<file path="config.mk">
export PLATFORM = sky130hd
export DESIGN_NAME = rx_class_engine
export DESIGN_NICKNAME = d
export VERILOG_FILES = /design/src/rtl/rxc_pkg.sv /design/src/rtl/rxc_reg_bank.sv /design/src/rtl/rxc_rule_match.sv /design/src/rtl/rxc_prio_select.sv /design/src/rtl/rx_class_engine.sv
export SDC_FILE = /design/constraint.sdc
export NUM_CORES = 1
export LEC_CHECK = 0
export BUFFER_PORTS_ARGS = -buffer_cell sky130_fd_sc_hd__buf_2
export CAP_MARGIN = 20
export CORE_UTILIZATION = 60
export CTS_CLUSTER_SIZE = 14
export DETAILED_ROUTE_END_ITERATION = 7
export GPL_TIMING_DRIVEN = 0
export PLACE_DENSITY = 0.85
export SLEW_MARGIN = 10
export SYNTH_ARGS = -nofsm -noshare
export SYNTH_HDL_FRONTEND = slang
export SYNTH_SLANG_ARGS = --single-unit
</file>
<file path="constraint.sdc">
create_clock -name clk -period 11.2 [get_ports clk]
set_input_delay 1.12 -clock clk [delete_from_list [all_inputs] [get_ports clk]]
set_output_delay 1.12 -clock clk [all_outputs]
set_load 0.05 [all_outputs]
</file>
<file path="src/rtl/rxc_pkg.sv">
// Package: shared constants and types for the receive class-of-service matcher.
// Assumes 32-bit rule words and a 5-bit class output.
package rxc_pkg;
    localparam int WORD_W        = 32;
    localparam int HALF_W        = 16;
    localparam int CLS_W         = 5;
    localparam int RCLS_W        = 4;
    localparam int CTRL_EN_BIT   = 31;
    localparam int CTRL_MODE_BIT = 26;
    localparam int CFG_DEF_LSB   = 3;

    typedef enum logic [1:0] {
        SEL_WORD = 2'd0,
        SEL_CTRL = 2'd1,
        SEL_CFG  = 2'd2,
        SEL_NONE = 2'd3
    } reg_sel_e;

    typedef struct packed {
        logic              en;
        logic              full;
        logic [RCLS_W-1:0] cls;
    } rule_ctrl_t;
endpackage

</file>
<file path="src/rtl/rxc_reg_bank.sv">
// Module: rxc_reg_bank
// Holds the rule match words, the rule control words and the default class.
// Writes take effect on the clock edge. Reads are combinational. Unkept bits read zero.
// Assumes NUM_RULES is a power of two, so every index value addresses a rule.
module rxc_reg_bank
    import rxc_pkg::*;
#(
    parameter int NUM_RULES = 8,
    parameter int IDX_W     = $clog2(NUM_RULES)
) (
    input  logic                        clk,
    input  logic                        rst_n,
    input  logic                        wr_en,
    input  logic [1:0]                  wr_sel,
    input  logic [IDX_W-1:0]            wr_idx,
    input  logic [WORD_W-1:0]           wr_data,
    input  logic [1:0]                  rd_sel,
    input  logic [IDX_W-1:0]            rd_idx,
    output logic [WORD_W-1:0]           rd_data,
    output logic [NUM_RULES*WORD_W-1:0] rule_words,
    output rule_ctrl_t [NUM_RULES-1:0]  rule_ctrls,
    output logic [CLS_W-1:0]            dflt_cls
);
    logic [WORD_W-1:0] word_q [NUM_RULES];
    rule_ctrl_t        ctrl_q [NUM_RULES];
    reg_sel_e          wsel;
    reg_sel_e          rsel;

    assign wsel = reg_sel_e'(wr_sel);
    assign rsel = reg_sel_e'(rd_sel);

    for (genvar g = 0; g < NUM_RULES; g++) begin : g_rule
        // Per-rule storage: load the word or the control fields on a write addressed to this rule.
        always_ff @(posedge clk) begin
            if (!rst_n) begin
                word_q[g] <= '0;
                ctrl_q[g] <= '0;
            end else if (wr_en && (wr_idx == IDX_W'(g))) begin
                if (wsel == SEL_WORD) word_q[g] <= wr_data;
                if (wsel == SEL_CTRL) begin
                    ctrl_q[g].en   <= wr_data[CTRL_EN_BIT];
                    ctrl_q[g].full <= wr_data[CTRL_MODE_BIT];
                    ctrl_q[g].cls  <= wr_data[RCLS_W-1:0];
                end
            end
        end
        assign rule_words[g*WORD_W +: WORD_W] = word_q[g];
        assign rule_ctrls[g]                  = ctrl_q[g];
    end

    // Configuration storage: keep only the default class field.
    always_ff @(posedge clk) begin
        if (!rst_n)                          dflt_cls <= '0;
        else if (wr_en && wsel == SEL_CFG)   dflt_cls <= wr_data[CFG_DEF_LSB +: CLS_W];
    end

    // Read multiplexer: place kept fields at their bit positions, zero elsewhere.
    always_comb begin
        rd_data = '0;
        case (rsel)
            SEL_WORD: rd_data = word_q[rd_idx];
            SEL_CTRL: begin
                rd_data[CTRL_EN_BIT]   = ctrl_q[rd_idx].en;
                rd_data[CTRL_MODE_BIT] = ctrl_q[rd_idx].full;
                rd_data[RCLS_W-1:0]    = ctrl_q[rd_idx].cls;
            end
            SEL_CFG:  rd_data[CFG_DEF_LSB +: CLS_W] = dflt_cls;
            default:  rd_data = '0;
        endcase
    end
endmodule

</file>
<file path="src/rtl/rxc_rule_match.sv">
// Module: rxc_rule_match
// Compares one operand with one rule word. In masked mode the word's upper
// half is an ignore-mask over the low 16 bits. In full mode all 32 bits are compared.
// Purely combinational.
module rxc_rule_match
    import rxc_pkg::*;
(
    input  logic [WORD_W-1:0] word,
    input  logic              en,
    input  logic              full,
    input  logic [WORD_W-1:0] operand,
    output logic              hit
);
    logic [HALF_W-1:0] care;
    logic              masked_eq;
    logic              full_eq;

    // Masked compare: only the bits the mask does not ignore take part.
    assign care      = ~word[WORD_W-1:HALF_W];
    assign masked_eq = (((operand[HALF_W-1:0] ^ word[HALF_W-1:0]) & care) == '0);
    // Full compare: the whole word is the value.
    assign full_eq   = (operand == word);
    assign hit       = en & (full ? full_eq : masked_eq);
endmodule

</file>
<file path="src/rtl/rxc_prio_select.sv">
// Module: rxc_prio_select
// Picks the lowest-numbered hitting rule and maps its 4-bit code to class code+1.
// Purely combinational.
module rxc_prio_select
    import rxc_pkg::*;
#(
    parameter int NUM_RULES = 8
) (
    input  logic [NUM_RULES-1:0]        hits,
    input  logic [NUM_RULES*RCLS_W-1:0] codes,
    output logic                        any_hit,
    output logic [CLS_W-1:0]            cls
);
    // Priority scan: walk from the highest index down so the lowest index is written last.
    always_comb begin
        any_hit = 1'b0;
        cls     = '0;
        for (int i = NUM_RULES - 1; i >= 0; i--) begin
            if (hits[i]) begin
                any_hit = 1'b1;
                cls     = CLS_W'(codes[i*RCLS_W +: RCLS_W]) + CLS_W'(1);
            end
        end
    end
endmodule

</file>
<file path="src/rtl/rx_class_engine.sv">
// Module: rx_class_engine (top)
// Classifies a frame from per-rule operands one cycle after op_valid.
// Assumes the operands are stable during the op_valid cycle. A register write
// on the same edge as op_valid does not affect that classification.
module rx_class_engine
    import rxc_pkg::*;
#(
    parameter int NUM_RULES = 8,
    parameter int IDX_W     = $clog2(NUM_RULES)
) (
    input  logic                        clk,
    input  logic                        rst_n,
    input  logic                        reg_wr_en,
    input  logic [1:0]                  reg_wr_sel,
    input  logic [IDX_W-1:0]            reg_wr_idx,
    input  logic [WORD_W-1:0]           reg_wr_data,
    input  logic [1:0]                  reg_rd_sel,
    input  logic [IDX_W-1:0]            reg_rd_idx,
    output logic [WORD_W-1:0]           reg_rd_data,
    input  logic                        op_valid,
    input  logic [NUM_RULES*WORD_W-1:0] op_data,
    output logic                        res_valid,
    output logic [CLS_W-1:0]            res_class,
    output logic                        res_drop
);
    logic [NUM_RULES*WORD_W-1:0] rule_words;
    rule_ctrl_t [NUM_RULES-1:0]  rule_ctrls;
    logic [CLS_W-1:0]            dflt_cls;
    logic [NUM_RULES-1:0]        hits;
    logic [NUM_RULES*RCLS_W-1:0] codes;
    logic                        any_hit;
    logic [CLS_W-1:0]            hit_cls;

    rxc_reg_bank #(.NUM_RULES(NUM_RULES), .IDX_W(IDX_W)) u_bank (
        .clk        (clk),
        .rst_n      (rst_n),
        .wr_en      (reg_wr_en),
        .wr_sel     (reg_wr_sel),
        .wr_idx     (reg_wr_idx),
        .wr_data    (reg_wr_data),
        .rd_sel     (reg_rd_sel),
        .rd_idx     (reg_rd_idx),
        .rd_data    (reg_rd_data),
        .rule_words (rule_words),
        .rule_ctrls (rule_ctrls),
        .dflt_cls   (dflt_cls)
    );

    for (genvar g = 0; g < NUM_RULES; g++) begin : g_match
        rxc_rule_match u_match (
            .word    (rule_words[g*WORD_W +: WORD_W]),
            .en      (rule_ctrls[g].en),
            .full    (rule_ctrls[g].full),
            .operand (op_data[g*WORD_W +: WORD_W]),
            .hit     (hits[g])
        );
        assign codes[g*RCLS_W +: RCLS_W] = rule_ctrls[g].cls;
    end

    rxc_prio_select #(.NUM_RULES(NUM_RULES)) u_prio (
        .hits    (hits),
        .codes   (codes),
        .any_hit (any_hit),
        .cls     (hit_cls)
    );

    // Result register: capture the class or the default, and flag a drop on a zero default.
    always_ff @(posedge clk) begin
        if (!rst_n) begin
            res_valid <= 1'b0;
            res_class <= '0;
            res_drop  <= 1'b0;
        end else begin
            res_valid <= op_valid;
            if (!op_valid) begin
                res_class <= '0;
                res_drop  <= 1'b0;
            end else if (any_hit) begin
                res_class <= hit_cls;
                res_drop  <= 1'b0;
            end else begin
                res_class <= dflt_cls;
                res_drop  <= (dflt_cls == '0);
            end
        end
    end
endmodule

</file>
### Word level (Yosys, flattened, before mapping)

Memory sizes are Yosys's and may differ from the RTL's.
Index checks and enable logic that the tools add are counted.
W data, S select, Z words.

| cells by class | value |
|---|---|
| muxes and demuxes | 115 |
| bitwise logic cells | 66 |
| add/sub/neg operators | 8 |
| reduce and logical (&&, ||, !) cells | 23 |
| equal/unequal tests | 19 |

Operators with widths:

| kind | count |
|---|---|
| $eq A32 B32 Y1 | 8 |
| $mux W32 | 8 |
| $and A16 B16 Y16 | 8 |
| $logic_not A16 Y1 | 8 |
| $not A16 Y16 | 8 |
| $xor A16 B16 Y16 | 8 |
| $mux W1 | 83 |
| $mux W5 | 9 |
| $add A4 B1 Y5 const B | 8 |
| $mux W4 | 9 |
| $or A1 B1 Y1 | 32 |
| $mux W18 | 1 |
| $eq A3 B3 Y1 const B | 4 |
| $logic_and A1 B1 Y1 | 9 |
| $and A1 B1 Y1 | 8 |
| $pmux W4 S2 | 1 |
| $eq A3 B2 Y1 const B | 2 |
| $pmux W3 S2 | 1 |
| $logic_not A5 Y1 | 1 |
| $eq A2 B1 Y1 const B | 2 |
| $eq A2 B2 Y1 const B | 2 |
| $logic_not A2 Y1 | 2 |
| $pmux W1 S2 | 2 |
| $eq A3 B1 Y1 const B | 1 |
| other kinds (5) | 6 |

| word-level totals | value |
|---|---|
| input port bits | 302 |
| memories kept | 2 |
| register bits after elaboration | 12 |
| memory bits (writable) | 304 |
| output and inout bits | 39 |

Memories:

| name | depth | bits a word | read ports | clocked after memory_dff | wr ports | RTL line | source |
|---|---|---|---|---|---|---|---|
| u_bank.word_q | 8 | 32 | 9 | 0 | 8 | rxc_reg_bank.sv:24 | `logic [WORD_W-1:0] word_q [NUM_RULES];` |
| u_bank.ctrl_q | 8 | 6 | 9 | 0 | 8 | rxc_reg_bank.sv:25 | `rule_ctrl_t ctrl_q [NUM_RULES];` |

### Depth between registers and ports, before layout

An unclocked memory read counts as a cell.

| depth | value |
|---|---|
| depth in word-level cells | 15 |
| gate-level depth with buffers | 10 |

### Hierarchy

A second synthesis with hierarchy kept.

| unflattened totals | value |
|---|---|
| cells, all modules | 1496 |
| area total of the unflattened synthesis | 18611.6 µm² |

By module, submodules not included:

| module | cells an instance | times used | sequential area each (µm²) | area an instance (µm²) |
|---|---|---|---|---|
| rxc_reg_bank | 893 | 1 | 9228.9 | 14091.0 |
| rxc_rule_match | 60 | 8 | 0.0 | 442.9 |
| rxc_prio_select | 101 | 1 | 0.0 | 729.4 |
| rx_class_engine | 22 | 1 | 140.1 | 247.7 |

### Worst setup path before layout

OpenSTA, ideal clock, no wires.

| timing path | value |
|---|---|
| path type | input to output |
| start | input reg_rd_idx[0] |
| end | output reg_rd_data[3] |
| stages | 8 |
| data required time | 10080 ps |
| arrival time | 3425 ps |
| setup slack | 6655 ps |
| path through | clkbuf_1 -> buf_2 -> buf_2 -> mux4_2 -> mux2i_1 -> nor2_1 -> a21oi_1 -> o21ai_0 |

| between the ends | value |
|---|---|
| word-level cells in the longest chain between the ends | 2 |

Ends and longest elaborated chain:

| item | RTL line | source |
|---|---|---|
| start, declared | rx_class_engine.sv:18 | `input logic [IDX_W-1:0] reg_rd_idx,` |
| $mem_v2 Z8 W6 / $mem_v2 Z8 W32 (equally long branches) | -- |  |
| $pmux W1 S3 * | rxc_reg_bank.sv:60 | `case (rsel)` |
| end, declared | rx_class_engine.sv:19 | `output logic [WORD_W-1:0] reg_rd_data,` |

Every way passes the cells marked *; elsewhere a longest branch is shown, timed or not.

### Worst setup path after layout

| timing path | value |
|---|---|
| start | input reg_rd_idx[0] |
| end | output reg_rd_data[10] |

| between the ends | value |
|---|---|
| word-level cells in the longest chain between the ends | 2 |

Ends and longest elaborated chain:

| item | RTL line |
|---|---|
| $mem_v2 Z8 W32 | -- |
| $mux W18 | rxc_reg_bank.sv:60 |

No other way between the ends.

==> results.sh <==
export IMPL_status="completed"
export IMPL_r2r_slack_ns=7.55
export IMPL_crit_fanout=10
export IMPL_crit_required_ns=10.08
export IMPL_ys_flop_type="edfxtp_1"
export IMPL_synth_fp_nets=1802
export IMPL_io_pins=341
export IMPL_layoutNonFillerInstCount=2290
export IMPL_holdCritStartpoint="u_bank.dflt_cls[1]"
export IMPL_place_port_buffers=336
export IMPL_netSwitchingFraction_pct=28.5
export IMPL_drive_gt1_share_pct=26.1
export IMPL_routed_via_density=6.82
export IMPL_drc=0
export IMPL_start_util_pct=61.6
export IMPL_period_share_pct=47.3
export IMPL_p_leak_nw=7.94
export IMPL_drtAntennaViolNets=0
export IMPL_numCtsBuffers=35
export IMPL_clock_skew_ns=0.0142
export IMPL_antennaDiodeCount=0
export IMPL_clock_path_buffers=3
export IMPL_period_minus_slack_ns=5.29
export IMPL_ys_async_sr_fraction_pct=0
export IMPL_worstRegToRegCells=10
export IMPL_hold_path_cell_count=2
export IMPL_wl_per_cell_um=32.6
export IMPL_die_h_um=177
export IMPL_vias=15600
export IMPL_fp_dieArea_sq_um=31500
export IMPL_firstDrtPassIters=6
export IMPL_arrival_ns=4.17
export IMPL_cts_root_buf="clkbuf_16"
export IMPL_ctsHtreeMaxLevel=2
export IMPL_place_gp_congestion=1.06
export IMPL_ys_types=48
export IMPL_core_area_sq_um=30000
export IMPL_fmax_mhz=189
export IMPL_cp_start_kind="input pin"
export IMPL_grt_max_degree=27
export IMPL_hold_class="flop to flop"
export IMPL_drv_slew=0
export IMPL_timing_rr_end="res_class[2]"
export IMPL_cts_sinks=316
export IMPL_internal_power_w=0.00220
export IMPL_cts_tree="built"
export IMPL_drt_first_iter_violations=2589
export IMPL_ys_seq_elements=316
export IMPL_p_per_area_nw_per_um2=140
export IMPL_cts_setup_buffers=0
export IMPL_combPwrFrac_pct=16.7
export IMPL_clock_power_share_pct=35.9
export IMPL_holdPathEnd="res_class[1]"
export IMPL_ctsResizeCount=0
export IMPL_setup_tns_ns=0
export IMPL_avgSynthCellArea_sq_um=12.4
export IMPL_rsz0062_at_grt="false"
export IMPL_seq_power_share_pct=47.3
export IMPL_grt_pass1_vias=15300
export IMPL_clkTransAtPathRegs_ns=0.06
export IMPL_irDropWorstVdd_mv=0.120
export IMPL_layout_nets=2186
export IMPL_syn_inst=1492
export IMPL_fillCellCount=2050
export IMPL_p_sw_w=0.000875
export IMPL_area_growth_synth_to_final_pct=19.3
export IMPL_holdBufCountCts=0
export IMPL_ys_seq_area_share_pct=50.8
export IMPL_clkLatencyLatePin_ns=0.52
export IMPL_rows=63
export IMPL_slew_headroom_pct=21.3
export IMPL_worst_setup_path_type="input pin to primary output"
export IMPL_grt_first_pass_wirelength_um=105000
export IMPL_crit_path_start="reg_rd_idx[0]"
export IMPL_end_kind="primary output"
export IMPL_synth_area_sq_um=18500
export IMPL_dp_hpwl_um=60600
export IMPL_ys_warnings_count=0
export IMPL_grt_overflow_total=0
export IMPL_grt_antenna_before_repair=4
export IMPL_crit_reg2reg_launch="u_bank.word_q[0][13]"
export IMPL_synth_enable_flop_cells=304
export IMPL_die_w_um=177
export IMPL_dp_cells=2226
export IMPL_worst_pin_slew_ns=1.17
export IMPL_max_cap_violations=0
export IMPL_setup_viol=0
export IMPL_grt_total_usage_pct=48.3
export IMPL_finalWirelength_um=74600
export IMPL_final_hold_violation_count=0
[layer usage]
metal	vias up	part of all wire (%)	global-route usage, %
li1	6273	-	-
met5	-	0.044	0
met3	299	16	13.1
met1	7372	33	62.3
met2	1668	44	72.6
met4	2	7.5	30.1
[registers in the layout, summed over array words and instances (netlist names)]
| register | cells |
|---|---|
| res_class | 5 |
| res_drop | 1 |
| res_valid | 1 |
| u_bank.ctrl_q | 48 |
| u_bank.dflt_cls | 5 |
| u_bank.word_q | 256 |
[stage by stage]
step / util [%] / total power [W] / cell area, sq um / worst slack (ns) / hold WS (ns)
after floorplan: - / 0.00171 / 18500 / 6.65 / 0.466
after global routing: 73.5 / 0.00312 / 22000 / 5.83 / 0.605
after CTS: 73.4 / 0.00303 / 22000 / 6.04 / 0.581
final: 73.5 / 0.00307 / 22000 / 5.91 / 0.599
after global placement: 68.9 / 0.00195 / 20600 / 4.70 / 0.574
after detailed placement: 69.8 / 0.00197 / 20900 / 6.05 / 0.577
[worst max-delay path: stages]
cell and delay (ns):
clkbuf_1 0.28, buf_2 0.44, buf_2 0.49, buf_2 0.46, mux4_2 0.62, mux2i_1 0.44, nor2_1 0.08, buf_2 0.23
[cell usage in the layout (no fill, tap or decap), types with 9 or more instances in the layout]
master	instances
a21oi_1	15
and2_1	305
buf_2	344
clkbuf_1	54
clkbuf_16	37
clkinv_1	9
dfxtp_1	12
edfxtp_1	304
mux2i_1	34
mux4_2	81
nand2_1	32
nand3_1	40
nand4_1	58
nor2_1	81
nor2b_1	17
nor3_1	18
nor4_1	13
o21ai_0	19
o22ai_1	55
xnor2_1	264
xor2_1	9
[worst max path at each step]
stage | cells after the start | slack, ns | end
3_5_place_dp | 8 | 6.05 | reg_rd_data[10]
6_report | 8 | 5.91 | reg_rd_data[10]
3_3_place_gp | 4 | 4.70 | u_bank.word_q[7][12]
2_1_floorplan | 8 | 6.65 | reg_rd_data[3]
4_1_cts | 8 | 6.04 | reg_rd_data[10]
5_1_grt | 8 | 5.83 | reg_rd_data[10]
[synth_stat cells (18+ instances only)]
| master | count | area (sq um) |
|---|---|---|
| and2_1 | 305 | 1910 |
| mux2i_1 | 34 | 340 |
| xnor2_1 | 264 | 2310 |
| clkbuf_1 | 49 | 184 |
| nand4_1 | 58 | 363 |
| mux4_2 | 81 | 1820 |
| o21ai_0 | 28 | 140 |
| nand2_1 | 32 | 120 |
| edfxtp_1 | 304 | 9130 |
| o22ai_1 | 55 | 344 |
| nand3_1 | 40 | 200 |
| nor3_1 | 18 | 90.1 |
| nor2_1 | 81 | 304 |
[layout make-up]
class	count	area [sq um]	area share (%)
tap	390	488	2.22
inverter	8	30.0	0.136
sequential	316	9370	42.6
buffer	61	246	1.12
timing repair buffer	347	1910	8.68
clock inverter	19	123	0.557
clock buffer	42	945	4.29
multi-input combinational	1107	8900	40.4
[power by group through the flow]
stage | logic, W | clock network (W) | registers (W)
2_1_floorplan | 0.000280 | 0 | 0.00143
3_3_place_gp | 0.000476 | 0 | 0.00148
3_5_place_dp | 0.000494 | 0 | 0.00147
4_1_cts | 0.000498 | 0.00109 | 0.00145
5_1_grt | 0.000529 | 0.00113 | 0.00145
6_report | 0.000515 | 0.00110 | 0.00145
[cells by family (layout without fill, tap and decap cells)]
family	after synthesis	in the layout	synth area share, %
simple gates	578	578	17.8
flops	316	316	50.8
xor+xnor	273	273	13.0
compound gates	133	133	4.71
mux	115	115	11.7
buf+inv	69	477	1.50
fa+ha+maj	8	8	0.542
Power figures use the tool's default switching activity.
